**src/rtl/fir2d_pkg.sv**
```systemverilog
// Package: shared widths and types for the raster 3x3 filter.
// Assumes every datapath word (pixel, coefficient, tap term, sum) is the
// same unsigned fraction width.
package fir2d_pkg;
    localparam int unsigned SAMP_W = 4;
    localparam int unsigned KSIZE  = 3;
    typedef logic [SAMP_W-1:0] samp_t;
endpackage

```
**src/rtl/fir2d_fxmul.sv**
```systemverilog
// Module: fir2d_fxmul
// Fixed-width multiplier. Forms the full 2W-bit product of two W-bit
// unsigned fractions, adds a bias of half an output LSB, and keeps only
// the upper W bits. Assumes the biased product fits in 2W bits, which
// holds for any W because (2^W-1)^2 + 2^(W-1) < 2^(2W).
module fir2d_fxmul #(
    parameter int unsigned W = 4
) (
    input  logic [W-1:0] coef_i,
    input  logic [W-1:0] samp_i,
    output logic [W-1:0] prod_o
);
    localparam int unsigned PW = 2 * W;
    localparam logic [PW-1:0] BIAS = PW'(1) << (W - 1);

    logic [PW-1:0] full_w;

    // Biased full-precision product, truncated to its upper half.
    always_comb begin
        full_w = (PW'(coef_i) * PW'(samp_i)) + BIAS;
        prod_o = full_w[PW-1:W];
    end

    // the truncated term never exceeds either operand.
    always_comb begin
        assert_prod_bound_R2: assert (prod_o <= coef_i && prod_o <= samp_i);
    end
endmodule

```
**src/rtl/fir2d_colctr.sv**
```systemverilog
// Module: fir2d_colctr
// Column counter for a raster stream. Counts 0..IMG_W-1, one step per
// clock, and flags the last column of each row. Assumes one pixel
// arrives on every clock after reset release.
module fir2d_colctr #(
    parameter int unsigned IMG_W = 512
) (
    input  logic clk,
    input  logic rst_n,
    output logic row_end_o
);
    localparam int unsigned CW = (IMG_W > 1) ? $clog2(IMG_W) : 1;
    localparam logic [CW-1:0] LAST = CW'(IMG_W - 1);

    logic [CW-1:0] col_q;

    // Advance the column, wrapping after the last one.
    always_ff @(posedge clk) begin
        if (!rst_n)             col_q <= '0;
        else if (col_q == LAST) col_q <= '0;
        else                    col_q <= col_q + CW'(1);
    end

    // Row-end pulse while the last column is being presented.
    always_comb row_end_o = (col_q == LAST);

    // wrap from the last column back to column 0.
    assert_col_wrap_R8: assert property (@(posedge clk) disable iff (!rst_n)
        (col_q == LAST) |=> (col_q == '0));

    // step by exactly one inside a row.
    assert_col_step_R8: assert property (@(posedge clk) disable iff (!rst_n)
        (col_q != LAST) |=> (col_q == $past(col_q) + CW'(1)));
endmodule

```
**src/rtl/fir2d_linebuf.sv**
```systemverilog
// Module: fir2d_linebuf
// Full-row delay: one head register followed by a DEPTH-1 stage shift
// register, so the output is the input from DEPTH clocks ago. Cleared
// only by the block reset. Assumes DEPTH >= 3.
module fir2d_linebuf #(
    parameter int unsigned W     = 4,
    parameter int unsigned DEPTH = 512
) (
    input  logic         clk,
    input  logic         rst_n,
    input  logic [W-1:0] samp_i,
    output logic [W-1:0] samp_o
);
    localparam int unsigned SRW = (DEPTH - 1) * W;

    logic [W-1:0]   head_q;
    logic [SRW-1:0] sr_q;

    // Head register completes the row delay ahead of the shift chain.
    always_ff @(posedge clk) begin
        if (!rst_n) head_q <= '0;
        else        head_q <= samp_i;
    end

    // Shift chain of DEPTH-1 words, newest at the bottom.
    always_ff @(posedge clk) begin
        if (!rst_n) sr_q <= '0;
        else        sr_q <= {sr_q[SRW-W-1:0], head_q};
    end

    // Oldest word leaves the buffer.
    always_comb samp_o = sr_q[SRW-1 -: W];
endmodule

```
**src/rtl/fir2d_tap_row.sv**
```systemverilog
// Module: fir2d_tap_row
// In-row tap line for one kernel row: the current sample plus KSIZE-1
// left neighbours. The neighbour registers clear on the OR of the block
// reset and the row-end pulse, so a new row starts with zero history.
module fir2d_tap_row #(
    parameter int unsigned W     = 4,
    parameter int unsigned KSIZE = 3
) (
    input  logic               clk,
    input  logic               rst_n,
    input  logic               row_end_i,
    input  logic [W-1:0]       samp_i,
    output logic [KSIZE*W-1:0] taps_o
);
    localparam int unsigned DW = (KSIZE - 1) * W;

    logic          clr_w;
    logic [DW-1:0] d_q;

    // Row-boundary clear: block reset OR row-end pulse.
    always_comb clr_w = !rst_n || row_end_i;

    // Shift the left-neighbour registers, newest at slot 0.
    always_ff @(posedge clk) begin
        if (clr_w) begin
            d_q <= '0;
        end else begin
            d_q[0 +: W] <= samp_i;
            for (int k = 1; k < int'(KSIZE) - 1; k++) begin
                d_q[k*W +: W] <= d_q[(k-1)*W +: W];
            end
        end
    end

    // Tap j is the pixel j columns to the left.
    always_comb taps_o = {d_q, samp_i};

    // after a row end, no neighbour from the finished row remains.
    assert_row_clear_R6: assert property (@(posedge clk) disable iff (!rst_n)
        row_end_i |=> (d_q == '0));
endmodule

```
**src/rtl/fir2d_raster3x3.sv**
```systemverilog
// Module: fir2d_raster3x3
// Raster-scan 3x3 FIR filter with fixed-width arithmetic. Kernel row i
// is fed by the stream delayed by i full rows, and each row has its own
// in-row tap line. The nine fixed-width terms are summed modulo 2^W and
// doubled into the output register. Assumes static coefficients,
// normalized pixels and one pixel per clock from reset release.
module fir2d_raster3x3
    import fir2d_pkg::*;
#(
    parameter int unsigned IMG_W = 512
) (
    input  logic                            clk,
    input  logic                            rst_n,
    input  logic [KSIZE*KSIZE*SAMP_W-1:0]   coef_i,
    input  logic [SAMP_W-1:0]               pix_i,
    output logic [SAMP_W-1:0]               pix_o
);
    localparam int unsigned W     = SAMP_W;
    localparam int unsigned NTAPS = KSIZE * KSIZE;

    logic                row_end_w;
    samp_t               row_in_w [KSIZE];
    logic [KSIZE*W-1:0]  taps_w   [KSIZE];
    samp_t               prod_w   [NTAPS];
    samp_t               sum_w;
    samp_t               out_q;

    fir2d_colctr #(.IMG_W(IMG_W)) colctr_i (
        .clk       (clk),
        .rst_n     (rst_n),
        .row_end_o (row_end_w)
    );

    // Stream for kernel row 0 is the live input.
    always_comb row_in_w[0] = pix_i;

    for (genvar g = 0; g < int'(KSIZE); g++) begin : g_row
        if (g > 0) begin : g_lb
            fir2d_linebuf #(.W(W), .DEPTH(IMG_W)) linebuf_i (
                .clk    (clk),
                .rst_n  (rst_n),
                .samp_i (row_in_w[g-1]),
                .samp_o (row_in_w[g])
            );
        end

        fir2d_tap_row #(.W(W), .KSIZE(KSIZE)) taprow_i (
            .clk       (clk),
            .rst_n     (rst_n),
            .row_end_i (row_end_w),
            .samp_i    (row_in_w[g]),
            .taps_o    (taps_w[g])
        );

        for (genvar j = 0; j < int'(KSIZE); j++) begin : g_col
            fir2d_fxmul #(.W(W)) mul_i (
                .coef_i (coef_i[(g*KSIZE+j)*W +: W]),
                .samp_i (taps_w[g][j*W +: W]),
                .prod_o (prod_w[g*KSIZE+j])
            );
        end
    end

    // Modulo-2^W accumulation of all tap terms.
    always_comb begin
        sum_w = '0;
        for (int k = 0; k < int'(NTAPS); k++) begin
            sum_w = sum_w + prod_w[k];
        end
    end

    // Output register with the one-bit rescaling shift.
    always_ff @(posedge clk) begin
        if (!rst_n) out_q <= '0;
        else        out_q <= {sum_w[W-2:0], 1'b0};
    end

    always_comb pix_o = out_q;

    // the cycle after a reset edge shows a zero output.
    assert_reset_out_R1: assert property (@(posedge clk)
        !rst_n |=> (pix_o == '0));
endmodule

```
**config.mk**
```make
export PLATFORM = sky130hd
export DESIGN_NAME = fir2d_raster3x3
export DESIGN_NICKNAME = d
export VERILOG_FILES = /design/src/rtl/fir2d_pkg.sv /design/src/rtl/fir2d_fxmul.sv /design/src/rtl/fir2d_colctr.sv /design/src/rtl/fir2d_linebuf.sv /design/src/rtl/fir2d_tap_row.sv /design/src/rtl/fir2d_raster3x3.sv
export SDC_FILE = /design/constraint.sdc
export NUM_CORES = 2
export LEC_CHECK = 0
export BUFFER_PORTS_ARGS = -buffer_cell sky130_fd_sc_hd__buf_2
export CAP_MARGIN = 10
export CORE_MARGIN = 3
export CORE_UTILIZATION = 40
export DETAILED_ROUTE_END_ITERATION = 16
export PLACE_DENSITY = 0.63
export REMOVE_ABC_BUFFERS = 1
export SYNTH_ARGS = -nofsm -noshare
export SYNTH_HDL_FRONTEND = slang
export SYNTH_SLANG_ARGS = --single-unit
```
**constraint.sdc**
```tcl
create_clock -name clk -period 11.41 [get_ports clk]
set_input_delay 1.141 -clock clk [delete_from_list [all_inputs] [get_ports clk]]
set_output_delay 1.141 -clock clk [all_outputs]
set_load 0.02 [all_outputs]
```
After elaboration in Yosys (flattened, before gate mapping):

Index checks and enable logic that the tools add are counted.
Widths: inputs -> output; s select.

* bits in registers: 4133
* output and inout bits: 4
* logic and storage cells: 42

* add/subtract/negate cells: 18
* multiply operators: 9
* eq/ne operators: 1
* bitwise gates (word level): 1
* reduce and logical (&&, ||, !) cells: 3

Operator list (number)
* $add 7x4->7 const B: 9
* $mul 4x4->7: 9
* $add 3x3->3: 8
* $add 9x1->9 const B: 1
* $eq 9x9->1 const B: 1
* $reduce_or 2->1: 1
* $logic_not 1->1: 1
* $logic_or 1x1->1: 1
* $not 1->1: 1

Logic depth before layout (Yosys ltp):

* word-level depth: 10
* gate-level depth with buffers: 26

Hierarchy:

Synthesis repeated with hierarchy kept, for this count alone.

* cells, all modules: 9283
* area, all modules: 115659.7 um^2

By module, submodules not included
* fir2d_linebuf: times used 2, cells each 4327, area an instance 55030.3 um^2, seq. area each 40999.3 um^2
* fir2d_fxmul (g_row[0].g_col[0].mul_i ...): times used 8, cells each 53, area an instance 430.4 um^2, seq. area each 0.0 um^2
* fir2d_tap_row: times used 3, cells each 20, area an instance 260.2 um^2, seq. area each 160.2 um^2
* fir2d_raster3x3: times used 1, cells each 55, area an instance 590.6 um^2, seq. area each 60.1 um^2
* fir2d_fxmul (g_row[1].g_col[1].mul_i): times used 1, cells each 51, area an instance 421.7 um^2, seq. area each 0.0 um^2
* fir2d_colctr: times used 1, cells each 39, area an instance 362.8 um^2, seq. area each 180.2 um^2

Worst setup path before layout:

Ideal clock, no wire load.

* path kind: input port to flip-flop
* from: input port coef_i[8]
* to: register out_q[3], in the netlist pix_o[3]
* library setup time: 115 ps
* data arrival time: 7120 ps
* data required time: 11295 ps
* setup slack: 4175 ps
* stages on the path: 25
* path through: nand2_1 -> ha_1 -> fa_1 -> inv_1 -> fa_1 -> and4_1 -> nand3_1 -> fa_1 -> inv_1 -> fa_1 -> xnor2_1 -> ha_1 -> a21o_1 -> fa_1 -> inv_1 -> fa_1 -> inv_1 -> fa_1 -> xnor2_1 -> xnor2_1 -> xnor2_1 -> xnor2_1 -> xnor2_2 -> xnor3_1 -> and2_1

* word-level cells in the longest chain between the ends: 9

Ends and longest elaborated chain
* start: declaration: RTL line fir2d_raster3x3.sv:14 `input logic [KSIZE*KSIZE*SAMP_W-1:0] coef_i,`
* $mul 4x4->7: RTL line fir2d_fxmul.sv:20 `full_w = (PW'(coef_i) * PW'(samp_i)) + BIAS;`
* $add 7x4->7: RTL line fir2d_fxmul.sv:20
* $add 3x3->3 (7 in series): RTL line fir2d_raster3x3.sv:68 `sum_w = sum_w + prod_w[k];`
* end signal: assignment: RTL line fir2d_raster3x3.sv:75 `else out_q <= {sum_w[W-2:0], 1'b0};`
* end: declaration: RTL line fir2d_raster3x3.sv:26 `samp_t out_q;`

Every way passes these cells.
A chain may end at the register's enable or synchronous reset.

Worst setup path in the final report:

Ends and elaborated chain as after synthesis.

==> results.md <==
- Status: finished, final reports clean
- Final Hold Fails: 0
- Buffers on Ports: 44
- Buf/Inv on CP: 4
- Cell mode on critical path: fa_1
- Row count: 195
- Leakage: 55.0 nW
- Synth Flop Type: dfxtp_1
- Critical path class: in2reg
- Hold Crit Class: reg2reg
- Post-synth EDFFs: 0
- Slew Limit Fails: 0
- Global Route Usage Sum: 0.0979
- Effective utilization at floorplan: 0.403
- Drc violations: 0
- Htree depth: 5
- Die Area: 292,000 um2
- Placed Cells: 12,500
- Commonest non-fill, non-tap cells in the layout: 4,189 x and2_1, 4,132 x dfxtp_1, 406 x clkbuf_16
- Largest net degree at the start of global routing: 328
- Final net count: 9,352
- Post-synthesis register bit count: 4,132
- Clk sinks: 4,132
- CP required: 12.11 ns
- CP max stage delay: 0.55 ns
- Syn avg cell area: 12.5 um2
- Post-synth top area share: 0.724
- CTS tree: done
- Detailed Route Iter0 Violations: 2,316
- DR vias/cell: 4.03
- Largest area contributor in the netlist: dfxtp_1
- Layout fillers: 25,000
- CTS clk-pin slew, worst paths: 0.06 ns
- Clk_skew: 0.0560 ns
- Grt ovf: 0
- Post-layout minimum cycle time: 7.01 ns
- Max layer used: met5
- Vias: 53,300
- Final Cycle Share: 0.615
- Final Non-Filler Cells: 13,200
- Post-Syn Instances: 9,163
- CP Capture Type: flop
- Synth Warn #: 0
- Power per cell area: 212 nW/um2
- CP max FO: 4
- Unique masters post-synth: 34
- Final ANT Viol Nets: 0
- Clk_lat worst skew: 0.86 ns
- Vias in the first global route: 53,300
- Num CTS Buffers: 396
- Cell area after synthesis: 114,000 um2
- Met1 Routed Length: 74,900 um
- Worst path slowest cell: fa_1
- Least-Margin Pin Slew: 1.11 ns
- Max Cap Viol: 0
- Peak VDD IR: 0.000121 V
- Clock Tree Root: clkbuf_16
- Core area: 283,000 um2
- Die H: 540 um
- Sequential Area: 82,700 um2
- RD Place Congestion: 0.734
- Metal2 WL: 56,400 um
- Ratio of cells with drive above 1 in the final layout: 0.0744
- RSZ-0062 raised after global routing: no
- Relative slew slack: 0.258
- P&R area growth vs syn: 14.7%
- Post-synthesis async set-or-reset flop share: 0
- Dominant cells by area after synthesis: dfxtp_1 72%, and2_1 23%, clkbuf_1 1.5%, ha_1 1.1%, fa_1 0.81%
- CP top delay family: adder cells
- Footprint of the multi-input gates: 29,500 um2
- First-pass DRT Iterations: 4
- Bufs on Longest Clock Path: 4
- Crit path DAT: 7.71 ns
- Achievable frequency: 143 MHz
- Hold buffer count at cts: 0
- Critical Path, Cell by Cell: buf_2 > nand2_1 > ha_1 > fa_1 > inv_1 > fa_1 > and4_1 > nand3_1 > fa_1 > xnor2_1 > fa_1 > fa_1 > fa_1 > inv_1 > fa_1 > inv_1 > fa_1 > xnor2_1 > xnor2_1 > xnor2_1 > xnor2_1 > xnor2_2 > xnor3_1 > and2_1
- Most common cell after layout, fill and taps aside: and2_1
- Post-Route WL: 142,000 um
- Post-synthesis sequential area ratio: 0.724
- WL per Instance: 10.8 um
- Antenna violations before repair: 12
- Worst Setup Start Kind: primary input
- Die width: 540 um
- I/O pins: 46
- Hpwl dp: 68,000 um
- Met3 WL post-DR: 6930 um
- Post-cts resize count: 0
- Final Total Pwr: 27.8 mW
- Final setup vio count: 0
- Global-route wire length before repair: 253,000 um
- Setup Fix Bufs, Post-CTS: 0
- Fin Setup TNS: 0 ns
## final timing paths
path / startpoint / end / slack (ns) / cells after the start
min reg2reg: g_row[2].g_lb.linebuf_i.sr_q[2002] / g_row[2].g_lb.linebuf_i.sr_q[2006] / 0.39 / 1
max: coef_i[8] / pix_o[3] / 4.40 / 24
min: g_row[2].g_lb.linebuf_i.sr_q[2002] / g_row[2].g_lb.linebuf_i.sr_q[2006] / 0.39 / 1
max reg2reg: g_row[0].taprow_i.d_q[7] / pix_o[3] / 4.48 / 23
## per-layer routing
layer	vias up	global-route usage
met1	24700	0.141
met2	559	0.141
met3	317	0.0246
li1	27700	-
met5	-	0
met4	4	0.0376
## final cells by class
cell class                 instances  share of cell area
clock inverter                   132              0.0116
antenna                           10            0.000191
timing repair buffer              66             0.00382
tap                             3743              0.0358
inverter                          58             0.00166
multi-input combinational       4514               0.226
sequential                      4132               0.632
clock buffer                     580              0.0896
## cells by family (layout without fill, tap and decap cells)
family / Yosys count / in the layout / share of synthesized area
compound gates: 26 / 26 / 0.00149
xor+xnor: 65 / 65 / 0.00549
fa+ha+maj: 142 / 142 / 0.0186
buf+inv: 517 / 836 / 0.0170
flops: 4132 / 4132 / 0.724
other cells: 1 / 11 / 0.0000328
simple gates: 4280 / 4280 / 0.233
## stage by stage
step	worst slack, ns	utilization	hold WS, ns	cell area [um2]
after floorplan	4.18	-	0.412	112000
after global placement	3.44	0.415	0.413	118000
after detailed placement	3.51	0.415	0.417	118000
after CTS	4.39	0.462	0.390	131000
after global routing	4.17	0.462	0.397	131000
final	4.40	0.462	0.387	131000
## report_power, final
group	switching [mW]	leakage (nW)	internal, mW
combinational	0.228	15.1	0.0982
sequential	0.00708	33.3	14.4
clock	5.20	6.57	7.80
## worst register-to-register path, stage by stage, from the launching register on
cell and delay [ns]:
dfxtp_1 0.36, nand2_1 0.07, ha_1 0.33, fa_1 0.55
inv_1 0.06, fa_1 0.53, and4_1 0.20, nand3_1 0.12
fa_1 0.39, xnor2_1 0.26, fa_1 0.50, fa_1 0.55
fa_1 0.51, inv_1 0.06, fa_1 0.53, inv_1 0.06
fa_1 0.45, xnor2_1 0.19, xnor2_1 0.15, xnor2_1 0.11
xnor2_1 0.24, xnor2_2 0.15, xnor3_1 0.31, and2_1 0.16
## registers in the layout, summed over array words and instances, names as in the netlist
| register | count |
|---|---|
| g_row.g_lb.linebuf_i.head_q | 8 |
| g_row.g_lb.linebuf_i.sr_q | 4088 |
| g_row.taprow_i.d_q | 24 |
| colctr_i.col_q | 9 |
| pix_o | 3 |
## cell usage after synthesis (3+ instances only)
master and n:
clkbuf_1 458, ha_1 96, inv_1 57, xor2_1 17
and2_1 4189, dfxtp_1 4132, o21ai_0 3, xnor2_2 3
nor2_1 12, xnor2_1 42, nand2_1 57, nand3_1 5
a21o_1 7, a21oi_1 7, a31oi_1 3, nand4_1 7
fa_1 46
Power figures use the tool's default switching activity.
